[config.mk]
export PLATFORM = sky130hd
export DESIGN_NAME = retrig_pulse_gen
export DESIGN_NICKNAME = d
export VERILOG_FILES = /design/src/rtl/rpg_pkg.sv /design/src/rtl/rpg_input_sync.sv /design/src/rtl/rpg_trigger_qual.sv /design/src/rtl/rpg_pulse_timer.sv /design/src/rtl/retrig_pulse_gen.sv
export SDC_FILE = /design/constraint.sdc
export NUM_CORES = 1
export LEC_CHECK = 0
export BUFFER_PORTS_ARGS = -buffer_cell sky130_fd_sc_hd__buf_2
export CAP_MARGIN = 40
export CORE_MARGIN = 1.5
export CORE_UTILIZATION = 49
export DETAILED_ROUTE_END_ITERATION = 10
export PLACE_DENSITY = 0.74
export SLEW_MARGIN = 40
export SYNTH_ARGS = -nofsm -noshare
export SYNTH_HDL_FRONTEND = slang
export SYNTH_SLANG_ARGS = --single-unit
[constraint.sdc]
create_clock -name clk -period 1.9 [get_ports clk]
set_clock_uncertainty 0.05 [all_clocks]
set_input_delay 0.19 -clock clk [delete_from_list [all_inputs] [get_ports clk]]
set_output_delay 0.19 -clock clk [all_outputs]
set_load 0.01 [all_outputs]
[src/rtl/rpg_pkg.sv]
// Package rpg_pkg
// Shared definitions for the retriggerable pulse generator: the bit
// positions of the three control pins inside the synchronized vectors,
// and the struct that carries the detected edges.
// Assumes: all modules index pin vectors through these constants.
package rpg_pkg;

    localparam int NUM_PINS = 3;
    localparam int PIN_FALL = 0;   // falling-edge trigger pin
    localparam int PIN_RISE = 1;   // rising-edge trigger pin
    localparam int PIN_CLR  = 2;   // active-low clear pin

    // Reset levels of the synchronizers: the idle (non-triggering) levels,
    // with the clear pin released so no false clear edge is seen.
    localparam logic [NUM_PINS-1:0] PIN_IDLE = 3'b101;

    typedef struct packed {
        logic fall_edge;   // falling-edge pin went 1 -> 0
        logic rise_edge;   // rising-edge pin went 0 -> 1
        logic clr_edge;    // clear pin went 0 -> 1
    } edge_set_t;

endpackage

[src/rtl/rpg_input_sync.sv]
// Module rpg_input_sync
// Brings N asynchronous pins into the clock domain through a chain of
// STAGES flops per pin. It also keeps one more flop holding the
// previous synchronized sample, so that edges can be found downstream.
// Assumes: STAGES >= 2; the reset levels are given per pin by RST_VAL.
module rpg_input_sync #(
    parameter int              N       = 3,
    parameter int              STAGES  = 2,
    parameter logic [N-1:0]    RST_VAL = '0
) (
    input  logic         clk,
    input  logic         rst_n,
    input  logic [N-1:0] pin_async,
    output logic [N-1:0] lvl,
    output logic [N-1:0] lvl_prev
);

    localparam int LAST = STAGES - 1;

    for (genvar g = 0; g < N; g++) begin : g_pin
        logic [STAGES-1:0] chain;
        logic              prev_r;

        // Shift the pin through the synchronizer and keep one older sample.
        always_ff @(posedge clk) begin
            if (!rst_n) begin
                chain  <= {STAGES{RST_VAL[g]}};
                prev_r <= RST_VAL[g];
            end else begin
                chain  <= {chain[LAST-1:0], pin_async[g]};
                prev_r <= chain[LAST];
            end
        end

        assign lvl[g]      = chain[LAST];
        assign lvl_prev[g] = prev_r;
    end

endmodule

[src/rtl/rpg_trigger_qual.sv]
// Module rpg_trigger_qual
// Combinational gating of the trigger conditions. It finds the edges
// from the current and previous synchronized samples, and accepts an
// edge only when the other pins sit at their enabling levels.
// Assumes: inputs come from rpg_input_sync and are stable per cycle.
module rpg_trigger_qual
    import rpg_pkg::*;
(
    input  logic [NUM_PINS-1:0] lvl,
    input  logic [NUM_PINS-1:0] lvl_prev,
    output edge_set_t           edges,
    output logic                fire,
    output logic                clr_active
);

    logic fall_lvl, rise_lvl, clr_lvl;

    // Name the synchronized levels.
    always_comb begin
        fall_lvl = lvl[PIN_FALL];
        rise_lvl = lvl[PIN_RISE];
        clr_lvl  = lvl[PIN_CLR];
    end

    // Edge detection from current versus previous sample.
    always_comb begin
        edges.fall_edge = !fall_lvl &&  lvl_prev[PIN_FALL];
        edges.rise_edge =  rise_lvl && !lvl_prev[PIN_RISE];
        edges.clr_edge  =  clr_lvl  && !lvl_prev[PIN_CLR];
    end

    // Gate each edge with the enabling levels of the other pins.
    always_comb begin
        fire = clr_lvl && (
                   (edges.fall_edge &&  rise_lvl) ||
                   (edges.rise_edge && !fall_lvl) ||
                   (edges.clr_edge  && !fall_lvl && rise_lvl));
        clr_active = !clr_lvl;
    end

endmodule

[src/rtl/rpg_pulse_timer.sv]
// Module rpg_pulse_timer
// Down-counter that holds the output high for the captured width. A
// trigger reloads the full width, also in the last cycle of a count.
// A held clear drops the output and the count and wins over triggers.
// Assumes: fire and clear_hold come from the synchronized domain.
module rpg_pulse_timer #(
    parameter int WIDTH = 16
) (
    input  logic             clk,
    input  logic             rst_n,
    input  logic             fire,
    input  logic             clear_hold,
    input  logic [WIDTH-1:0] width_in,
    output logic             q,
    output logic             q_n
);

    localparam logic [WIDTH-1:0] ONE = WIDTH'(1);

    logic [WIDTH-1:0] remain;
    logic [WIDTH-1:0] load_val;

    // A zero width is raised to the one-cycle minimum.
    always_comb begin
        load_val = (width_in == '0) ? ONE : width_in;
    end

    // Count down, reload on trigger, drop on clear, reset or expiry.
    always_ff @(posedge clk) begin
        if (!rst_n) begin
            remain <= '0;
            q      <= 1'b0;
            q_n    <= 1'b1;
        end else if (clear_hold) begin
            remain <= '0;
            q      <= 1'b0;
            q_n    <= 1'b1;
        end else if (fire) begin
            remain <= load_val;
            q      <= 1'b1;
            q_n    <= 1'b0;
        end else if (q) begin
            if (remain == ONE) begin
                remain <= '0;
                q      <= 1'b0;
                q_n    <= 1'b1;
            end else begin
                remain <= remain - ONE;
            end
        end
    end

endmodule

[src/rtl/retrig_pulse_gen.sv]
// Module retrig_pulse_gen (top)
// One retriggerable gated pulse channel. It synchronizes the three
// control pins, qualifies their edges and drives the timed pulse with
// its complement. Instantiate it twice for a dual timer.
// Assumes: the pins are asynchronous and width is static around triggers.
module retrig_pulse_gen
    import rpg_pkg::*;
#(
    parameter int WIDTH       = 16,
    parameter int SYNC_STAGES = 2
) (
    input  logic             clk,
    input  logic             rst_n,
    input  logic             trig_fall_n,
    input  logic             trig_rise,
    input  logic             clr_n,
    input  logic [WIDTH-1:0] width,
    output logic             pulse_out,
    output logic             pulse_out_n
);

    logic [NUM_PINS-1:0] pins;
    logic [NUM_PINS-1:0] lvl;
    logic [NUM_PINS-1:0] lvl_prev;
    edge_set_t           edges;
    logic                fire;
    logic                clr_active;

    // Gather the pins in package order.
    always_comb begin
        pins           = '0;
        pins[PIN_FALL] = trig_fall_n;
        pins[PIN_RISE] = trig_rise;
        pins[PIN_CLR]  = clr_n;
    end

    rpg_input_sync #(
        .N       (NUM_PINS),
        .STAGES  (SYNC_STAGES),
        .RST_VAL (PIN_IDLE)
    ) sync_i (
        .clk       (clk),
        .rst_n     (rst_n),
        .pin_async (pins),
        .lvl       (lvl),
        .lvl_prev  (lvl_prev)
    );

    rpg_trigger_qual qual_i (
        .lvl        (lvl),
        .lvl_prev   (lvl_prev),
        .edges      (edges),
        .fire       (fire),
        .clr_active (clr_active)
    );

    rpg_pulse_timer #(
        .WIDTH (WIDTH)
    ) timer_i (
        .clk        (clk),
        .rst_n      (rst_n),
        .fire       (fire),
        .clear_hold (clr_active),
        .width_in   (width),
        .q          (pulse_out),
        .q_n        (pulse_out_n)
    );

endmodule

* Word level (Yosys, flattened, before mapping)
Cells that the tools add are included.
Cells by class: add/subtract/negate cells 1, equality and inequality tests 1, muxes and demuxes 10, reduce and logical (&&, ||, !) cells 18
Operators by type and width (number):
- 2-to-1 mux 16 bit | 4
- == test 16 x 1 -> 1 bit (second input constant) | 1
- logical NOT 16 bit | 1
- subtractor 16 x 1 -> 16 bit (second input constant) | 1
- logical AND 1 bit | 8
- 2-to-1 mux 1 bit | 6
- AND reduction 2 bit | 2
- nonzero test 2 bit | 2
- logical NOT 1 bit | 3
- logical OR 1 bit | 2
Storage, ports and cells: bits in registers 27, input port bits 21, word-level logic and storage cells 39

* Depth between registers and ports, before layout
depth after elaboration 8, mapped depth 7, depth with buffers taken out 7

* Cells and area by module
From an unflattened synthesis, not the netlist that was laid out.
Second synthesis, totals: cell total of the unflattened synthesis 177, area total of the unflattened synthesis 1575.3 sq um
Modules (own cells, without submodules):
- rpg_pulse_timer | instances 1, cells an instance 146, area each 1251.2 sq um, sequential area each 360.3 sq um
- rpg_input_sync | instances 1, cells an instance 24, area each 281.5 sq um, sequential area each 180.2 sq um
- rpg_trigger_qual | instances 1, cells an instance 7, area each 42.5 sq um, sequential area each 0.0 sq um

* Worst setup path after synthesis
No wires, ideal clock.
kind register to register, start point register timer_i.remain[0], end point register timer_i.remain[10], arrival 1711 ps, slack 14 ps, cell stages (with the launch flop) 8, buffers on the path 0, path through dfxtp_1 > inv_1 > ha_1 > or3b_2 > nor4_1 > nand2_1 > a221oi_1 > nor3_1
Between the ends: cells in the longest elaborated chain, start to end 4
Ends and longest elaborated chain:
- start: declaration | line rpg_pulse_timer.sv:20 | logic [WIDTH-1:0] remain;
- start signal: assignment | line rpg_pulse_timer.sv:39 | remain <= load_val;
- start signal: assignment | line rpg_pulse_timer.sv:48 | remain <= remain - ONE;
- subtractor 16 x 1 -> 16 bit or == test 16 x 1 -> 1 bit (tied branches) | line rpg_pulse_timer.sv:48, rpg_pulse_timer.sv:43
- 2-to-1 mux 16 bit (*) | line rpg_pulse_timer.sv:43 | if (remain == ONE) begin
- 2-to-1 mux 16 bit (*) | line rpg_pulse_timer.sv:42 | end else if (q) begin
- 2-to-1 mux 16 bit (*) | line rpg_pulse_timer.sv:38 | end else if (fire) begin
Mark *: on every way between the ends. The rest lies on a longest branch, timed or not. The select of a mux whose other input is x is not followed. A chain may end at the register's enable or synchronous reset.

* Worst setup path in the final report
start point register timer_i.remain[5], end point register timer_i.remain[10]
The elaborated chain is that of the path after synthesis.

==> flow_summary.json <==
{
  "status": "finished, violations left",
  "violations": "negative setup slack",
  "crit_path_end_kind": "register",
  "drtPass1Iterations": 4,
  "fin_hold_ws_ns": 0.07212,
  "cts_buffer_depth": 2,
  "insertion_delay_ns": 0.33,
  "wirelength_mm": 4.178,
  "ys_ff_latch": 27,
  "p_int_uw": 779.3,
  "synth_fa_ha_area_frac": 0.01840,
  "switchingPower_uw": 297.5,
  "slew_violations": 0,
  "crit_type": "register to register",
  "synth_top_area_share": 0.3974,
  "grt_first_pass_wirelength_mm": 6.203,
  "min_period_over_period": 1.028,
  "numPortBuffers": 22,
  "reg2reg_from": "timer_i.remain[5]$_SDFFE_PN0P_",
  "placed_area_um2": 1609,
  "syn_area_um2": 1360,
  "max_freq_mhz": 511.9,
  "grt_overflow": 0,
  "p_clk_frac": 0.238,
  "row_count": 18,
  "ys.warnings.count": 0,
  "grt_usage": 0.2473,
  "setup_viol": 6,
  "grt_antenna_before_repair": 0,
  "tightest_slew_ns": 0.3969,
  "post-route-util": 0.7360,
  "synthMuxAreaShare": 0.03220,
  "via_count": 1530,
  "start_util": 0.5344,
  "drt-initial-drc-count": 84,
  "r2r_end": "timer_i.remain[10]$_SDFFE_PN0P_",
  "r2r_slack_ns": -0.05,
  "arrival_ns": 2.14,
  "max_cap_violations": 0,
  "diodes": 0,
  "h-tree-depth": 1,
  "combPwrFrac": 0.207,
  "fin_area_um2": 1873,
  "finalCriticalPeriod_ns": 1.954,
  "crit_required_ns": 2.09,
  "whs_endpoint": "sync_i.g_pin[2].chain[0]$_SDFF_PN1_",
  "r2r_cells": 6,
  "hold_start": "rst_n",
  "gp_congestion": 0.9172,
  "synth_top_family_by_area": "simple AND/OR/NAND/NOR gates",
  "ys_seq_area_frac": 0.3974,
  "yosysTopAreaCell": "dfxtp_1",
  "clkSinkCount": 27,
  "via_per_inst": 6.429,
  "clk_pin_slew_ns": 0.16,
  "switching_share": 0.2763,
  "fillers": 165,
  "cts-root-buf": "clkbuf_4",
  "p_total_mw": 1.077,
  "total_leakage_power_nw": 0.7335,
  "rsz0062_at_grt": "yes",
  "vdd_drop_max_mv": 0.4879,
  "worst-path-max-fanout": 3,
  "synth.most_common_cell": "dfxtp_1",
  "synth_xor_area_frac": 0.01932,
  "cts_tree": "yes",
  "die_area_um2": 3101,
  "core_um2": 2545,
  "synth_cell_types": 43,
  "setup_slack_ns": -0.05351,
  "p_per_area_nw_per_um2": 574.9,
  "hold_depth": 2,
  "synthCells": 157,
  "async_flop_share": 0,
  "die_h_um": 55.69,
  "drtAntennaViolNets": 0,
  "drive_gt1_frac": 0.4038,
  "avgSynthCellArea_um2": 8.663,
  "hold_viol_final": 0,
  "die_w_um": 55.69,
  "drc": 0,
  "start_kind": "register",
  "synth_common_cells": "dfxtp_1 (27), o21ai_0 (17), a21oi_1 (14), nand2_1 (9), nor3_1 (8)",
  "ioPinCount": 23,
  "min_path_type": "primary input to register",
  "cts_buffers": 3,
  "synth-edff-count": 0,
  "grt_pass1_vias": 1352,
  "syn-num-nets": 180,
  "seqPwrFrac": 0.555,
  "wl_per_cell_um": 17.55,
  "dpl.hpwl_mm": 2.713,
  "grt_max_degree": 17,
  "synth_area_leaders": "dfxtp_1 (40%), o21ai_0 (6.3%), a21oi_1 (5.2%)",
  "relSlewSlack": 0.7344,
  "critPathLaunch": "timer_i.remain[5]$_SDFFE_PN0P_",
  "synth_top_flop_cell": "dfxtp_1",
  "synth_simple_gate_area_frac": 0.2833,
  "area_growth_pct": 37.72,
  "layout.nets": 232,
  "synth_compound_area_frac": 0.2217
}
==> final cells by class <==
cell class	count	area (um2)	area share
multi-input cells	121	884.6	0.4723
clock inverters	1	7.507	0.004008
repair buffers	53	365.4	0.1951
clock buffers	3	22.52	0.01202
flip-flops and latches	27	544.3	0.2906
well taps	30	37.54	0.02004
inverters	3	11.26	0.006012
==> stage by stage <==
step	setup WS [ns]	setup TNS (ns)	std cells
2_1_floorplan	0.01395	0	157
3_3_place_gp	-0.05231	-0.05231	220
3_5_place_dp	-0.03944	-0.08121	220
4_1_cts	0.005044	0	230
5_1_grt	-0.09046	-0.8103	238
6_report	-0.05351	-0.1736	238
==> cells in the final DEF, fill, tap and decap left out, types with 3 or more instances in the layout <==
| master | synthesis | final |
|---|---|---|
| buf_4 | 1 | 24 |
| dfxtp_1 | 27 | 24 |
| buf_2 | 0 | 22 |
| o21ai_0 | 17 | 16 |
| a21oi_1 | 14 | 12 |
| nand2_1 | 9 | 8 |
| nand2b_1 | 7 | 7 |
| nor2_1 | 6 | 6 |
| nor3_1 | 8 | 6 |
| nor4_1 | 7 | 5 |
| and2_1 | 5 | 4 |
| nand4_1 | 4 | 4 |
| buf_6 | 0 | 4 |
| or3_1 | 5 | 3 |
| a21oi_2 | 1 | 3 |
| mux2_2 | 3 | 3 |
| clkbuf_4 | 0 | 3 |
| dlygate4sd3_1 | 0 | 3 |
| dfxtp_2 | 0 | 3 |
==> worst max-delay path by stage <==
| stage | endpoint | depth (start not counted) |
|---|---|---|
| CTS | timer_i.remain[7]$_SDFFE_PN0P_ | 6 |
| global placement | timer_i.remain[7]$_SDFFE_PN0P_ | 6 |
| floorplan | timer_i.remain[10]$_SDFFE_PN0P_ | 7 |
| detailed placement | timer_i.remain[7]$_SDFFE_PN0P_ | 6 |
| global route | timer_i.remain[14]$_SDFFE_PN0P_ | 7 |
| finish | timer_i.remain[10]$_SDFFE_PN0P_ | 6 |
==> worst max-delay path: stages (launching register included) <==
cell and delay, ns:
dfxtp_2 0.36, or4_4 0.57, buf_4 0.16, nor4_4 0.22
nand2_1 0.13, a221oi_2 0.30, nor3_1 0.08
==> kinds of logic after synthesis <==
family | count (synthesis)
multiplexers | 4
AO/OA/AOI/OAI | 49
AND/OR/NAND/NOR | 63
buffers and inverters | 9
flip-flops | 27
adder cells (fa/ha/maj) | 2
XOR/XNOR | 3
==> routing by layer <==
metal | vias to the layer above | GRT usage | routed length (um)
met3 | 26 | 0.03256 | 326
met2 | 103 | 0.4082 | 1987
met4 | 0 | 0.06620 | 159
li1 | 701 | - | -
met1 | 700 | 0.3401 | 1705
met5 | - | 0 | 0
==> flip-flops by register name, indices dropped and copies added (netlist names) <==
name	count
sync_i.g_pin.chain	6
sync_i.g_pin.prev_r	3
timer_i.q	1
timer_i.q_n	1
timer_i.remain	16
==> power by group through the flow <==
| stage | clock network [mW] | logic [mW] | registers (mW) |
|---|---|---|---|
| 4_1_cts | 0.261 | 0.172 | 0.596 |
| 2_1_floorplan | 0 | 0.0886 | 0.605 |
| 5_1_grt | 0.285 | 0.238 | 0.600 |
| 3_5_place_dp | 0 | 0.147 | 0.607 |
| 6_report | 0.256 | 0.223 | 0.598 |
| 3_3_place_gp | 0 | 0.143 | 0.606 |
==> what timing repair did <==
action                                  CTS  global route
hold buffers                              2             1
endpoints found under the setup margin    6            14
pin swaps                                 2            10
buffers inserted                          4             7
hold endpoints to repair                  2             1
gates resized for setup                   3            27
(Power assumes the default switching activity.)
